File: src/rtl/fskd_pkg.sv
package fskd_pkg;
    typedef enum logic [1:0] {
        ST_HUNT    = 2'd0,
        ST_COLLECT = 2'd1,
        ST_HALT    = 2'd2
    } dec_state_t;

    localparam int SYM_CNT_W = 3;
    localparam int MAX_SYMS  = 4;
    localparam int SOF_LEN   = 6;
    // arrival order 1,1,1,0,0,0 with bit 0 the oldest symbol
    localparam logic [SOF_LEN-1:0] SOF_PATTERN = 6'b000111;
endpackage

File: src/rtl/fskd_edge_cls.sv
module fskd_edge_cls #(
    parameter int SMP_W   = 8,
    parameter int THRESH  = 127,
    parameter int CNT_W   = 8,
    parameter int FC8_MAX = 8
) (
    input  logic             clk,
    input  logic             rst,
    input  logic             smp_valid,
    input  logic [SMP_W-1:0] smp_data,
    output logic             cls_vld,
    output logic             cls
);
    localparam logic [CNT_W-1:0] CNT_MAX = {CNT_W{1'b1}};
    localparam logic [CNT_W-1:0] SHORT_LIM = CNT_W'(FC8_MAX);

    logic             prev_bit;
    logic             have_edge;
    logic [CNT_W-1:0] spacing;
    logic             bit_now;
    logic             rise;

    assign bit_now = (smp_data >= SMP_W'(THRESH));
    assign rise    = bit_now && !prev_bit;

    always_ff @(posedge clk) begin
        if (rst) begin
            prev_bit  <= 1'b0;
            have_edge <= 1'b0;
            spacing   <= '0;
            cls_vld   <= 1'b0;
            cls       <= 1'b0;
        end else begin
            cls_vld <= 1'b0;
            if (smp_valid) begin
                prev_bit <= bit_now;
                if (rise) begin
                    have_edge <= 1'b1;
                    spacing   <= CNT_W'(1);
                    cls_vld   <= have_edge;
                    cls       <= (spacing != CNT_MAX) && (spacing <= SHORT_LIM);
                end else if (spacing != CNT_MAX) begin
                    spacing <= spacing + CNT_W'(1);
                end
            end
        end
    end

    assert_cls_from_sample_R2: assert property (@(posedge clk) disable iff (rst)
        cls_vld |-> $past(smp_valid));
endmodule

File: src/rtl/fskd_run_sym.sv
module fskd_run_sym
    import fskd_pkg::*;
#(
    parameter int RUN_W  = 8,
    parameter int DIV_S  = 6,
    parameter int DIV_L  = 5
) (
    input  logic                 clk,
    input  logic                 rst,
    input  logic                 cls_vld,
    input  logic                 cls,
    output logic                 sym_vld,
    output logic                 sym_cls,
    output logic [SYM_CNT_W-1:0] sym_cnt
);
    localparam logic [RUN_W-1:0] RUN_MAX = {RUN_W{1'b1}};

    logic             have_run;
    logic             cur_cls;
    logic [RUN_W-1:0] run_n;
    logic [RUN_W:0]   scaled;
    logic [SYM_CNT_W-1:0] emit_k;

    always_comb begin
        if (cur_cls)
            scaled = ({1'b0, run_n} + (RUN_W+1)'(1)) / (RUN_W+1)'(DIV_S);
        else
            scaled = ({1'b0, run_n} + (RUN_W+1)'(1)) / (RUN_W+1)'(DIV_L);
        if (scaled <= (RUN_W+1)'(1))
            emit_k = SYM_CNT_W'(1);
        else if (scaled <= (RUN_W+1)'(MAX_SYMS))
            emit_k = scaled[SYM_CNT_W-1:0];
        else
            emit_k = '0;
    end

    always_ff @(posedge clk) begin
        if (rst) begin
            have_run <= 1'b0;
            cur_cls  <= 1'b0;
            run_n    <= '0;
            sym_vld  <= 1'b0;
            sym_cls  <= 1'b0;
            sym_cnt  <= '0;
        end else begin
            sym_vld <= 1'b0;
            if (cls_vld) begin
                if (!have_run) begin
                    have_run <= 1'b1;
                    cur_cls  <= cls;
                    run_n    <= '0;
                end else if (cls == cur_cls) begin
                    if (run_n != RUN_MAX)
                        run_n <= run_n + RUN_W'(1);
                end else begin
                    sym_vld  <= (emit_k != '0);
                    sym_cls  <= cur_cls;
                    sym_cnt  <= emit_k;
                    cur_cls  <= cls;
                    run_n    <= '0;
                end
            end
        end
    end

    assert_sym_after_class_R3: assert property (@(posedge clk) disable iff (rst)
        sym_vld |-> $past(cls_vld));
    assert_sym_count_range_R4: assert property (@(posedge clk) disable iff (rst)
        sym_vld |-> (sym_cnt != '0) && (sym_cnt <= SYM_CNT_W'(MAX_SYMS)));
endmodule

File: src/rtl/fskd_frame_dec.sv
module fskd_frame_dec
    import fskd_pkg::*;
#(
    parameter int ID_W = 44,
    parameter int BUF  = 12
) (
    input  logic                 clk,
    input  logic                 rst,
    input  logic                 find_one,
    input  logic                 sym_vld,
    input  logic                 sym_cls,
    input  logic [SYM_CNT_W-1:0] sym_cnt,
    output logic                 id_valid,
    output logic [ID_W-1:0]      id_data
);
    localparam int FILL_W = $clog2(BUF + 1);

    dec_state_t state_q, state_d;

    logic [BUF-1:0]    win_q, win_d;
    logic [FILL_W-1:0] fill_q, fill_d;
    logic [FILL_W-1:0] used, kept;
    logic [FILL_W:0]   fill_sum;
    logic [BUF-1:0]    ones;
    logic [ID_W-1:0]   id_q;
    logic              can_step, is_sof, pair_zero, pair_one, app;
    logic              report, clr, shift_en;

    assign can_step  = (fill_q >= FILL_W'(SOF_LEN)) && (state_q != ST_HALT);
    assign is_sof    = (win_q[SOF_LEN-1:0] == SOF_PATTERN);
    assign pair_zero = (win_q[1:0] == 2'b01);
    assign pair_one  = (win_q[1:0] == 2'b10);
    assign app       = sym_vld && (state_q != ST_HALT);

    always_comb begin
        state_d  = state_q;
        used     = '0;
        report   = 1'b0;
        clr      = 1'b0;
        shift_en = 1'b0;
        unique case (state_q)
            ST_HUNT: begin
                if (can_step) begin
                    if (is_sof) begin
                        used    = FILL_W'(SOF_LEN);
                        state_d = ST_COLLECT;
                    end else begin
                        used = FILL_W'(1);
                    end
                end
            end
            ST_COLLECT: begin
                if (can_step) begin
                    if (is_sof) begin
                        used   = FILL_W'(SOF_LEN);
                        clr    = 1'b1;
                        report = (id_q != '0);
                        if (report && find_one)
                            state_d = ST_HALT;
                    end else begin
                        used = FILL_W'(2);
                        if (pair_zero || pair_one) begin
                            shift_en = 1'b1;
                        end else begin
                            clr     = 1'b1;
                            state_d = ST_HUNT;
                        end
                    end
                end
            end
            ST_HALT: begin
                state_d = ST_HALT;
            end
            default: state_d = ST_HUNT;
        endcase
    end

    always_comb begin
        kept     = fill_q - used;
        fill_sum = {1'b0, kept} + (app ? (FILL_W+1)'(sym_cnt) : '0);
        fill_d   = fill_sum[FILL_W-1:0];
        ones     = ~({BUF{1'b1}} << sym_cnt);
        win_d    = (win_q >> used) | ((app && sym_cls) ? (ones << kept) : '0);
    end

    always_ff @(posedge clk) begin
        if (rst) state_q <= ST_HUNT;
        else     state_q <= state_d;
    end

    always_ff @(posedge clk) begin
        if (rst) begin
            win_q    <= '0;
            fill_q   <= '0;
            id_q     <= '0;
            id_valid <= 1'b0;
            id_data  <= '0;
        end else begin
            win_q    <= win_d;
            fill_q   <= fill_d;
            id_valid <= report;
            if (report)
                id_data <= id_q;
            if (clr)
                id_q <= '0;
            else if (shift_en)
                id_q <= {id_q[ID_W-2:0], pair_one};
        end
    end

    assert_buf_no_overflow_R4: assert property (@(posedge clk) disable iff (rst)
        fill_sum <= (FILL_W+1)'(BUF));
    assert_bad_pair_clears_R7: assert property (@(posedge clk) disable iff (rst)
        (state_q == ST_COLLECT && state_d == ST_HUNT) |=> (id_q == '0));
    assert_report_nonzero_R8: assert property (@(posedge clk) disable iff (rst)
        id_valid |-> (id_data != '0) && ($past(state_q) == ST_COLLECT));
    assert_halt_silent_R9: assert property (@(posedge clk) disable iff (rst)
        (state_q == ST_HALT) |=> (state_q == ST_HALT) && !id_valid);
endmodule

File: src/rtl/fsk_id_demod.sv
module fsk_id_demod #(
    parameter int SMP_W   = 8,
    parameter int THRESH  = 127,
    parameter int CNT_W   = 8,
    parameter int FC8_MAX = 8,
    parameter int ID_W    = 44,
    parameter int SYM_BUF = 12
) (
    input  logic             clk,
    input  logic             rst,
    input  logic             find_one,
    input  logic             smp_valid,
    input  logic [SMP_W-1:0] smp_data,
    output logic             id_valid,
    output logic [ID_W-1:0]  id_data
);
    logic       cls_vld, cls;
    logic       sym_vld, sym_cls;
    logic [fskd_pkg::SYM_CNT_W-1:0] sym_cnt;

    fskd_edge_cls #(
        .SMP_W(SMP_W), .THRESH(THRESH), .CNT_W(CNT_W), .FC8_MAX(FC8_MAX)
    ) u_edge (
        .clk(clk), .rst(rst), .smp_valid(smp_valid), .smp_data(smp_data),
        .cls_vld(cls_vld), .cls(cls)
    );

    fskd_run_sym #(
        .RUN_W(8), .DIV_S(6), .DIV_L(5)
    ) u_run (
        .clk(clk), .rst(rst), .cls_vld(cls_vld), .cls(cls),
        .sym_vld(sym_vld), .sym_cls(sym_cls), .sym_cnt(sym_cnt)
    );

    fskd_frame_dec #(
        .ID_W(ID_W), .BUF(SYM_BUF)
    ) u_dec (
        .clk(clk), .rst(rst), .find_one(find_one),
        .sym_vld(sym_vld), .sym_cls(sym_cls), .sym_cnt(sym_cnt),
        .id_valid(id_valid), .id_data(id_data)
    );
endmodule

File: config.mk
export PLATFORM = sky130hd
export DESIGN_NAME = fsk_id_demod
export DESIGN_NICKNAME = d
export VERILOG_FILES = /design/src/rtl/fskd_pkg.sv /design/src/rtl/fskd_edge_cls.sv /design/src/rtl/fskd_run_sym.sv /design/src/rtl/fskd_frame_dec.sv /design/src/rtl/fsk_id_demod.sv
export SDC_FILE = /design/constraint.sdc
export NUM_CORES = 1
export LEC_CHECK = 0
export BUFFER_PORTS_ARGS = -buffer_cell sky130_fd_sc_hd__buf_4
export CAP_MARGIN = 20
export CORE_MARGIN = 2
export CORE_UTILIZATION = 45
export CTS_BUF_LIST = sky130_fd_sc_hd__clkbuf_8
export DETAILED_ROUTE_END_ITERATION = 10
export PLACE_DENSITY = 0.71
export SYNTH_ARGS = -nofsm -noshare
export SYNTH_HDL_FRONTEND = slang
export SYNTH_HIERARCHICAL = 1
export SYNTH_SLANG_ARGS = --single-unit
File: constraint.sdc
create_clock -name clk -period 14.54 [get_ports clk]
set_clock_uncertainty 0.1 [all_clocks]
set_input_delay 0.727 -clock clk [delete_from_list [all_inputs] [get_ports clk]]
set_output_delay 0.727 -clock clk [all_outputs]
set_load 0.05 [all_outputs]
==> summary.txt, run 1 <==
Run status
  – Status: complete, no violations

Critical path
  – WP data required: 14.76 ns
  – CP Launch Type: flip-flop
  – Max Fanout on Critical Path: 10
  – Worst path arrival time: 12.27 ns
  – Kind of end point of the critical path: flip-flop
  – Crit Path Class: reg -> reg
  – Most numerous cell on the critical path: ha_1
  – CP max stage delay: 0.51 ns
  – CP max-delay cell: dfxtp_1

Drt
  – 1st-iter DRT viols: 497
  – Wire per inst: 14.78 um
  – Vias: 6874
  – # DRC: 0
  – Via density: 5.705
  – Routed WL: 17.81 mm
  – Antenna Nets Post-Route: 0
  – Pre-antenna DRT Iters: 5

Synth
  – Complex-gate fraction of the synthesized area: 20.16%
  – Main combinational cell family by area after synthesis: simple AND/OR/NAND/NOR gates
  – Synth Area in Adders: 5.358%
  – Yosys top cell by area: dfxtp_1
  – Post-synth EDFFs: 0
  – Synth top cells by count: nand2_1 (140), dfxtp_1 (134), nor2_1 (100)
  – Mux cell area share after synthesis: 8.962%
  – Post-Syn Instances: 940
  – Synth top area share: 34.19%
  – Asr flop ratio synth: 0%
  – Synthesized Nets: 981
  – Top cells by area, synth: dfxtp_1 (34%), mux2i_1 (7.0%), nand2_1 (6.7%)
  – Simple-Gate Fraction of Synth Area: 24.24%
  – Synth Area in XOR/XNOR: 1.882%
  – Post-Syn Area: 7846 um^2
  – Post-synthesis sequential area ratio: 34.19%
  – Distinct cells, synth: 98
  – Per-instance average area after synthesis: 8.347 um^2
  – Synth Warn #: 6
  – Top_reg_cell synth: dfxtp_1
  – Flops & latches, synth: 134
  – Most frequent cell after synthesis: nand2_1

Finish
  – Antenna Cells: 0
  – Final instance area: 8688 um^2
  – Fin cells: 1205
  – P&R area growth vs syn: 10.73%
  – Layout cell share with drive strength beyond 1: 15.82%
  – Fin nets: 1008
  – Final Core Density: 50.58%

Power
  – Clk pwr share: 36.8%
  – Sw frac: 31.82%
  – Tot Pwr: 0.8270 mW
  – P_int: 0.5638 mW
  – PD cells: 95.19 nW/um^2
  – Worst VDD drop: 0.00005961 V
  – Reg power frac: 46.3%
  – Switching power: 0.2632 mW
  – Comb pwr share: 16.9%
  – Leakage: 3.546 nW

Clock network
  – Setup Fix Bufs, Post-CTS: 0
  – Clock transition at path regs: 0.08 ns
  – CTS H-tree depth: 4
  – Clk buf depth: 2
  – Clock Sink Count: 134
  – Total CTS buffers: 17
  – Post_cts resized: 0
  – Worst-Skew Late Latency: 0.44 ns
  – CTS root buf: clkbuf_8
  – CTS tree: yes
  – Cts hold-fix bufs: 0

Placement
  – PortBufs: 56
  – Final GP Congestion: 0.9293
  – Placed Area: 8294 um^2
  – Dpl cells: 1173
  – Hpwl dp: 12.49 mm
  – Worst slack at placement: 2.614 ns

Timing
  – Fin Hold WS: 0.3708 ns
  – Final setup fails: 0
  – Worst slew margin: 42.88%
  – Crit share post-route: 82.87%
  – Worst Tran Pin Value: 0.8541 ns
  – Max-slew violation count: 0
  – Period minus WS final: 12.05 ns
  – Fin Setup TNS: 0 ns
  – RSZ-0062 raised after global routing: no
  – Max Fclk: 0.08299 GHz
  – Final WS setup: 2.490 ns
  – Final hold vios: 0

Floorplan
  – IO Pins: 57
  – Die Width: 136.0 um
  – Starting Density: 45.68%
  – Die area: 18510 um^2
  – Core Area: 17180 um^2
  – Die height: 136.0 um
  – Rows: 48

GRT
  – First-pass GRT wire length: 30.58 mm
  – Largest net degree at the start of global routing: 59
  – Congestion Overflow GR: 0
  – Initial antenna violation count: 0
  – Number of global-route vias before repair: 6520
  – GRT Total Usage: 19.97%

Job
  – Max cap viols: 0

Worst hold path
  – Hold Path Class: reg -> reg
state kept, by name, indices dropped and copies added (netlist names):
register	count
u_dec/id_data	44
u_dec/id_q	44
u_dec/win_q	12
u_edge/spacing	8
u_run/run_n	8
u_dec/fill_q	4
u_run/sym_cnt	3
u_dec/state_q	2
u_dec/id_valid	1
u_edge/cls	1
u_edge/cls_vld	1
u_edge/have_edge	1
u_edge/prev_bit	1
u_run/cur_cls	1
u_run/have_run	1
u_run/sym_cls	1
u_run/sym_vld	1
worst paths after layout:
path	startpoint	slack [ns]	to	cells after the start
max	u_run/run_n[0]	2.49	u_run/sym_cnt[0]	48
min	u_edge/have_edge	0.37	u_edge/cls_vld	2
max reg2reg	u_run/run_n[0]	2.49	u_run/sym_cnt[0]	48
min reg2reg	u_edge/have_edge	0.37	u_edge/cls_vld	2
worst max-delay path: cells and delay by family (launching register included):
kind / cells / cell delay [ns]
adders and majority gates: 8 / 2.57
AOI/OAI and AO/OA: 16 / 3.49
DFF: 1 / 0.51
xor gates and xnor gates: 1 / 0.09
muxes: 5 / 1.50
and+or+nand+nor: 17 / 3.57
buffers and inverters: 1 / 0.09
placed cells by master, fill, tap and decap left out, types with 5 or more instances in the layout:
cell type,synthesis,final
and3_1,10,10
dfxtp_1,134,134
a211oi_1,5,5
xor2_1,5,5
nand4_1,9,9
a211oi_2,5,5
mux2i_1,55,55
clkbuf_8,0,17
inv_6,0,6
a21o_1,8,8
nor4_1,20,20
and2_1,6,6
o21ai_0,25,25
o22ai_1,6,6
nor2_1,100,100
nor2b_1,10,10
buf_4,4,62
a22oi_1,7,7
a21oi_1,93,93
nand2_1,140,140
a31oi_1,6,6
nand3_1,15,15
o211ai_1,8,8
inv_1,25,25
nor3_1,19,19
nand2b_1,10,10
o21a_1,6,6
xnor2_1,10,10
ha_1,27,27
mux2_2,11,11
a41oi_1,5,5
final cells by class:
type / instances / area, um^2
fillers: 1711 / 8488
well taps: 225 / 281.5
inverters: 25 / 93.84
repair buffers: 62 / 465.4
clock inverters: 15 / 160.2
multi-input cells: 727 / 4771
flip-flops and latches: 134 / 2683
clock buffers: 17 / 234.0
per-layer routing:
metal  vias up  share of wire [%]  GRT usage, %
met5         -                  0             0
met4         0                1.4         5.845
met3        20                5.0         4.661
met2       180                 47         32.50
met1      3223                 47         26.35
li1       3451                  -             -
power by group through the flow:
stage               Sequential (mW)  Combinational, mW  Clock [mW]
floorplan                     0.390              0.110           0
global placement              0.392              0.134           0
detailed placement            0.392              0.137           0
CTS                           0.383              0.138       0.313
global route                  0.385              0.158       0.330
finish                        0.383              0.140       0.305
cells by family (layout without fill, tap and decap cells):
kind of cell | Yosys count | in the layout
AND/OR/NAND/NOR | 383 | 383
AO/OA/AOI/OAI | 227 | 227
flip-flops | 134 | 134
buffers and inverters | 79 | 119
multiplexers | 68 | 68
adder cells (fa/ha/maj) | 33 | 33
XOR/XNOR | 16 | 16
Note: power is estimated with default switching activity, not from simulation.
==> inputs of run 2 (changes only) <==
==> constraint.sdc (replaced) <==
create_clock -name clk -period 12 [get_ports clk]
set_clock_uncertainty 0.1 [all_clocks]
set_input_delay 0.6 -clock clk [delete_from_list [all_inputs] [get_ports clk]]
set_output_delay 0.6 -clock clk [all_outputs]
set_load 0.05 [all_outputs]
==> summary.txt, run 2 (synthesized netlist as in run 1, its figures left out) <==
Timing
  – Final setup fails: 0 (unchanged)
  – Crit share post-route: 94.29% (+11 points)
  – Worst slew margin: 45.75% (+2.9 points)
  – Worst Tran Pin Value: 0.8111 ns (-0.04294 ns)
  – Fin Setup TNS: 0 ns (unchanged)
  – Max-slew violation count: 0 (unchanged)
  – Period minus WS final: 11.31 ns (-0.7347 ns)
  – Final hold vios: 0 (unchanged)
  – Max Fclk: 0.08838 GHz (+6.5%)
  – RSZ-0062 raised after global routing: no

Clock network
  – CTS root buf: clkbuf_8
  – Clock Sink Count: 134 (unchanged)
  – Clk buf depth: 2 (unchanged)
  – Total CTS buffers: 17 (unchanged)
  – CTS H-tree depth: 4 (unchanged)
  – Setup Fix Bufs, Post-CTS: 0 (unchanged)
  – CTS tree: yes
  – Clock transition at path regs: 0.09 ns (about the same)
  – Worst-Skew Late Latency: 0.44 ns (about the same)

Power
  – Worst VDD drop: 0.00006903 V (+16%)
  – Tot Pwr: 0.9910 mW (+20%)
  – PD cells: 113.8 nW/um^2 (+20%)
  – Leakage: 3.545 nW (about the same)

Floorplan
  – Rows: 48 (unchanged)
  – Starting Density: 45.68% (unchanged)
  – IO Pins: 57 (unchanged)
  – Die area: 18510 um^2 (unchanged)
  – Die Width: 136.0 um (unchanged)
  – Core Area: 17180 um^2 (unchanged)
  – Die height: 136.0 um (unchanged)

Critical path
  – Kind of end point of the critical path: flip-flop
  – CP bufs+invs: 1 (unchanged)
  – Crit Path Class: reg -> reg
  – Reg2reg setup slack: 0.69 ns (-1.81 ns)
  – Reg2Reg Launch Point: u_run/run_n[1]
  – Origin of the worst setup path: u_run/run_n[1]
  – CP Launch Type: flip-flop
  – Worst path arrival time: 11.55 ns (-0.72 ns)
  – FF-to-FF End: u_run/sym_cnt[0]
  – R2R cell count: 48 (unchanged)
  – Critical path destination: u_run/sym_cnt[0]
  – Top Family by Delay on Critical Path: compound AO/OA/AOI/OAI gates
  – CP max-delay cell: dfxtp_1
  – WP data required: 12.23 ns (-2.53 ns)
  – Most numerous cell on the critical path: ha_1
  – Max Fanout on Critical Path: 7 (-3)
  – CP Depth: 48 (unchanged)
  – CP max stage delay: 0.45 ns (-0.06 ns)

Drt
  – Wire per inst: 14.75 um (-0.17%)
  – Via density: 5.723 (+0.33%)
  – Routed WL: 17.81 mm (about the same)
  – 1st-iter DRT viols: 449 (-9.7%)
  – # DRC: 0 (unchanged)
  – Antenna Nets Post-Route: 0 (unchanged)
  – Vias: 6908 (+0.49%)
  – Pre-antenna DRT Iters: 6 (+1)

Finish
  – P&R area growth vs syn: 11.03%
  – Layout cell share with drive strength beyond 1: 16.40% (+0.58 points)
  – Fin cells: 1207 (+0.17%)
  – Fin nets: 1010 (+0.20%)
  – Commonest non-fill, non-tap cell in the layout: nand2_1
  – Antenna Cells: 0 (unchanged)
  – Most frequent cells in the layout: nand2_1 (140), dfxtp_1 (133), nor2_1 (100)
  – Final instance area: 8712 um^2 (+0.27%)
  – Biggest regs: u_dec/id_data (44), u_dec/id_q (44), u_dec/win_q (12)

GRT
  – First-pass GRT wire length: 29.70 mm (-2.9%)
  – GRT Total Usage: 19.48% (-0.48 points)
  – Congestion Overflow GR: 0 (unchanged)
  – Initial antenna violation count: 0 (unchanged)
  – Number of global-route vias before repair: 6150 (-5.7%)
  – Largest net degree at the start of global routing: 69 (+17%)

Job
  – Max cap viols: 0 (unchanged)

Placement
  – Dpl cells: 1175 (+0.17%)
  – PortBufs: 56 (unchanged)
  – Placed Area: 8309 um^2 (+0.18%)
  – Final GP Congestion: 0.9232 (-0.66%)
  – Hpwl dp: 12.43 mm (-0.46%)

Worst hold path
  – Beginning of the worst hold path: u_edge/have_edge
  – Hold Path Class: reg -> reg

Run status
  – Status: complete, no violations
==> run 2: changes by cell type in the layout (fill, tap and decap cells not counted), sizes merged <==
cell,previous run,this run
clkinv,5,2
bufinv,1,0
inv,33,35
buf,62,64
clkinvlp,1,3
==> run 2: per-stage QoR <==
stage                     hold WS [ns]  worst slack, ns  util [%]
after floorplan                 0.3149            1.198         -
after global placement          0.3250           0.8946     48.33
after detailed placement        0.3284           0.4375     48.38
after CTS                       0.3410           0.3892     50.63
after global routing            0.3562         0.006450     50.72
final                           0.3395           0.6850     50.72
==> run 2: power breakdown <==
| part | leakage [nW] | switching [mW] | internal [mW] | total, mW |
|---|---|---|---|---|
| Sequential | 1.08 | 0.00999 | 0.454 | 0.464 |
| Combinational | 2.28 | 0.111 | 0.0564 | 0.167 |
| Clock | 0.188 | 0.205 | 0.155 | 0.360 |
==> run 2: cell type report <==
type / count / area (um^2)
flip-flops and latches: 134 / 2684
clock buffers: 17 / 234.0
well taps: 225 / 281.5
inverters: 25 / 93.84
repair buffers: 64 / 480.5
clock inverters: 15 / 152.6
multi-input cells: 727 / 4786
fillers: 1628 / 8464
==> run 2: worst min-delay path by stage <==
stage,end,cells past startpoint
after floorplan,u_edge/cls_vld,2
after global placement,u_edge/cls_vld,2
after detailed placement,u_edge/cls_vld,2
after CTS,u_edge/cls_vld,2
after global routing,u_edge/cls_vld,2
final,u_edge/cls_vld,2
==> run 2: worst register-to-register path: cells and delay by family, from the launching register on <==
kind	cells	cell delay (ns)
AOI/OAI and AO/OA	16	3.29
xor gates and xnor gates	1	0.10
adders and majority gates	8	2.57
buffers and inverters	1	0.09
DFF	1	0.45
muxes	5	1.48
and+or+nand+nor	17	3.12
==> run 2: layer usage <==
| layer | share of wire [%] | global-route usage [%] | vias up | wire, um |
|---|---|---|---|---|
| met5 | 0 | 0 | - | 0 |
| met4 | 1.4 | 5.903 | 0 | 246 |
| met3 | 5.2 | 4.698 | 38 | 933 |
| met2 | 46 | 30.63 | 218 | 8273 |
| met1 | 47 | 26.42 | 3209 | 8354 |
| li1 | - | - | 3443 | - |
==> run 2: timing repair <==
item                       4_1_cts  5_1_grt
gates resized for setup          0        5
hold buffers                     0        0
setup endpoints to repair        0        3
==> inputs of run 3 (changes only) <==
--- a/config.mk
+++ b/config.mk
@@ -11,7 +11,7 @@
 export CORE_UTILIZATION = 45
 export CTS_BUF_LIST = sky130_fd_sc_hd__clkbuf_8
 export DETAILED_ROUTE_END_ITERATION = 10
-export PLACE_DENSITY = 0.71
+export PLACE_DENSITY_LB_ADDON = 0.3
 export SYNTH_ARGS = -nofsm -noshare
 export SYNTH_HDL_FRONTEND = slang
 export SYNTH_HIERARCHICAL = 1
==> constraint.sdc (replaced) <==
create_clock -name clk -period 10.9 [get_ports clk]
set_clock_uncertainty 0.1 [all_clocks]
set_input_delay 0.545 -clock clk [delete_from_list [all_inputs] [get_ports clk]]
set_output_delay 0.545 -clock clk [all_outputs]
set_load 0.05 [all_outputs]
==> summary.txt, run 3 (synthesized netlist as in run 1, its figures left out) <==
Timing
  – Final WS setup: 0.4399 ns (-0.2451 ns)
  – Crit share post-route: 95.96% (+1.7 points)
  – Final hold vios: 0 (unchanged)
  – Final setup fails: 0 (unchanged)
  – Period minus WS final: 10.46 ns (-0.8549 ns)
  – Max Fclk: 0.09560 GHz (+8.2%)
  – Worst Tran Pin Value: 0.7703 ns (-0.04080 ns)
  – Worst slew margin: 48.64% (+2.9 points)
  – Max-slew violation count: 0 (unchanged)
  – Fin Hold WS: 0.3055 ns (-0.03408 ns)

Floorplan
  – IO Pins: 57 (unchanged)
  – Starting Density: 45.68% (unchanged)
  – Rows: 48 (unchanged)
  – Core Area: 17180 um^2 (unchanged)
  – Die area: 18510 um^2 (unchanged)
  – Die Width: 136.0 um (unchanged)
  – Die height: 136.0 um (unchanged)

Placement
  – Worst slack at placement: 0.1609 ns (-0.2766 ns)
  – Placed Area: 8347 um^2 (+0.45%)
  – Final GP Congestion: 0.8892 (-3.7%)
  – PortBufs: 56 (unchanged)
  – Hpwl dp: 12.57 mm (+1.1%)

Job
  – Max cap viols: 0 (unchanged)

Power
  – Leakage: 3.601 nW (+1.6%)
  – Worst VDD drop: 0.00009765 V (+41%)
  – Sw frac: 29.69% (-3.1 points)
  – Comb pwr share: 16.4% (-0.5 points)
  – Reg power frac: 45.1% (-1.7 points)
  – Clk pwr share: 38.5% (+2.2 points)
  – P_int: 0.7963 mW (+20%)
  – PD cells: 127.8 nW/um^2 (+12%)
  – Switching power: 0.3363 mW (+3.4%)

Finish
  – Layout cell share with drive strength beyond 1: 18.00% (+1.6 points)
  – Final instance area: 8862 um^2 (+1.7%)
  – Most frequent cells in the layout: nand2_1 (139), dfxtp_1 (132), nor2_1 (99)
  – Commonest non-fill, non-tap cell in the layout: nand2_1
  – Fin nets: 1017 (+0.69%)
  – Biggest regs: u_dec/id_data (44), u_dec/id_q (44), u_dec/win_q (12)
  – P&R area growth vs syn: 12.95%
  – Antenna Cells: 0 (unchanged)

Critical path
  – Crit Path Class: reg -> reg
  – FF-to-FF End: u_run/sym_cnt[0]
  – CP max-delay cell: o41a_1
  – Origin of the worst setup path: u_run/run_n[0]
  – CP Launch Type: flip-flop
  – R2R cell count: 47 (-2.1%)
  – CP max stage delay: 0.41 ns (-0.04 ns)
  – Max Fanout on Critical Path: 10 (+3)
  – Critical path destination: u_run/sym_cnt[0]
  – Kind of end point of the critical path: flip-flop
  – Reg2Reg Launch Point: u_run/run_n[0]
  – Reg2reg setup slack: 0.44 ns (-0.25 ns)
  – Worst path arrival time: 10.70 ns (-0.85 ns)
  – Most numerous cell on the critical path: ha_1
  – WP data required: 11.14 ns (-1.09 ns)

Clock network
  – CTS H-tree depth: 4 (unchanged)
  – Clk buf depth: 2 (unchanged)
  – CTS root buf: clkbuf_8
  – Clock Sink Count: 134 (unchanged)
  – Cts hold-fix bufs: 0 (unchanged)
  – CTS tree: yes
  – Clock transition at path regs: 0.08 ns (about the same)
  – Total CTS buffers: 17 (unchanged)
  – Worst-Skew Late Latency: 0.45 ns (about the same)

GRT
  – Number of global-route vias before repair: 6150 (unchanged)
  – GRT Total Usage: 19.18% (-0.30 points)
  – Initial antenna violation count: 0 (unchanged)
  – First-pass GRT wire length: 29.27 mm (-1.4%)
  – Largest net degree at the start of global routing: 57 (-17%)
  – Congestion Overflow GR: 0 (unchanged)

Drt
  – Antenna Nets Post-Route: 0 (unchanged)
  – Via density: 5.665 (-1.0%)
  – Vias: 6877 (-0.45%)
  – Wire per inst: 14.79 um (+0.21%)
  – 1st-iter DRT viols: 372 (-17%)
  – Pre-antenna DRT Iters: 5 (-1)
  – Routed WL: 17.95 mm (+0.79%)
  – # DRC: 0 (unchanged)

Run status
  – Status: complete, no violations

Worst hold path
  – Hold Path Class: in -> reg
run 3: cell types whose count changed in the layout (fill, tap and decap cells not counted), sizes merged:
cell    delta
inv        -8
buf        +7
clkinv     +4
bufinv     +3
clkbuf     +1
run 3: through the flow:
step	power (mW)	std cells	util (%)	setup TNS, ns
finish	1.133	1214	51.60	0
global route	1.189	1214	51.60	-0.03634
CTS	1.141	1212	51.06	0
detailed placement	0.7029	1180	48.59	0
global placement	0.7037	1180	48.59	0
floorplan	0.6664	940	-	0
run 3: worst min path at each step:
stage / start / to / slack, ns / depth (start not counted)
after global placement: u_edge/have_edge / u_edge/cls_vld / 0.32 / 2
final: smp_valid / u_edge/spacing[5] / 0.31 / 2
after CTS: smp_valid / u_edge/spacing[5] / 0.28 / 2
after detailed placement: u_edge/have_edge / u_edge/cls_vld / 0.33 / 2
after floorplan: u_edge/have_edge / u_edge/cls_vld / 0.31 / 2
after global routing: smp_valid / u_edge/spacing[5] / 0.29 / 2
run 3: final cells by class:
cell class	instances	area [um^2]
clock buffer	18	247.7
clock inverter	14	175.2
fill	1659	8314
inverter	25	93.84
multi-input combinational	727	4846
sequential	134	2685
tap	225	281.5
timing repair buffer	71	533.0
run 3: routing by layer:
layer	up-vias	global-route usage [%]	routed length (um)
met5	-	0	0
met1	3219	25.95	8713
li1	3464	-	-
met3	29	4.698	871
met4	0	5.729	267
met2	165	30.21	8096
run 3: critical path, delay by kind of cell, from the launching register on:
kind | cells | cell delay (ns)
flops | 1 | 0.38
compound gates | 17 | 3.06
mux | 5 | 1.45
xor+xnor | 1 | 0.15
fa+ha+maj | 8 | 2.38
simple gates | 15 | 2.73
buf+inv | 1 | 0.10
run 3: power groups by stage:
stage                     sequential (mW)  combinational, mW  clock, mW
after floorplan                     0.520              0.147          0
after global routing                0.513              0.209      0.466
after detailed placement            0.522              0.180          0
after global placement              0.522              0.181          0
after CTS                           0.511              0.182      0.447
final                               0.511              0.186      0.436
run 3: what timing repair did:
action,CTS,global route
gates resized for setup,0,18
setup endpoints to repair,0,3
setup buffers,0,2
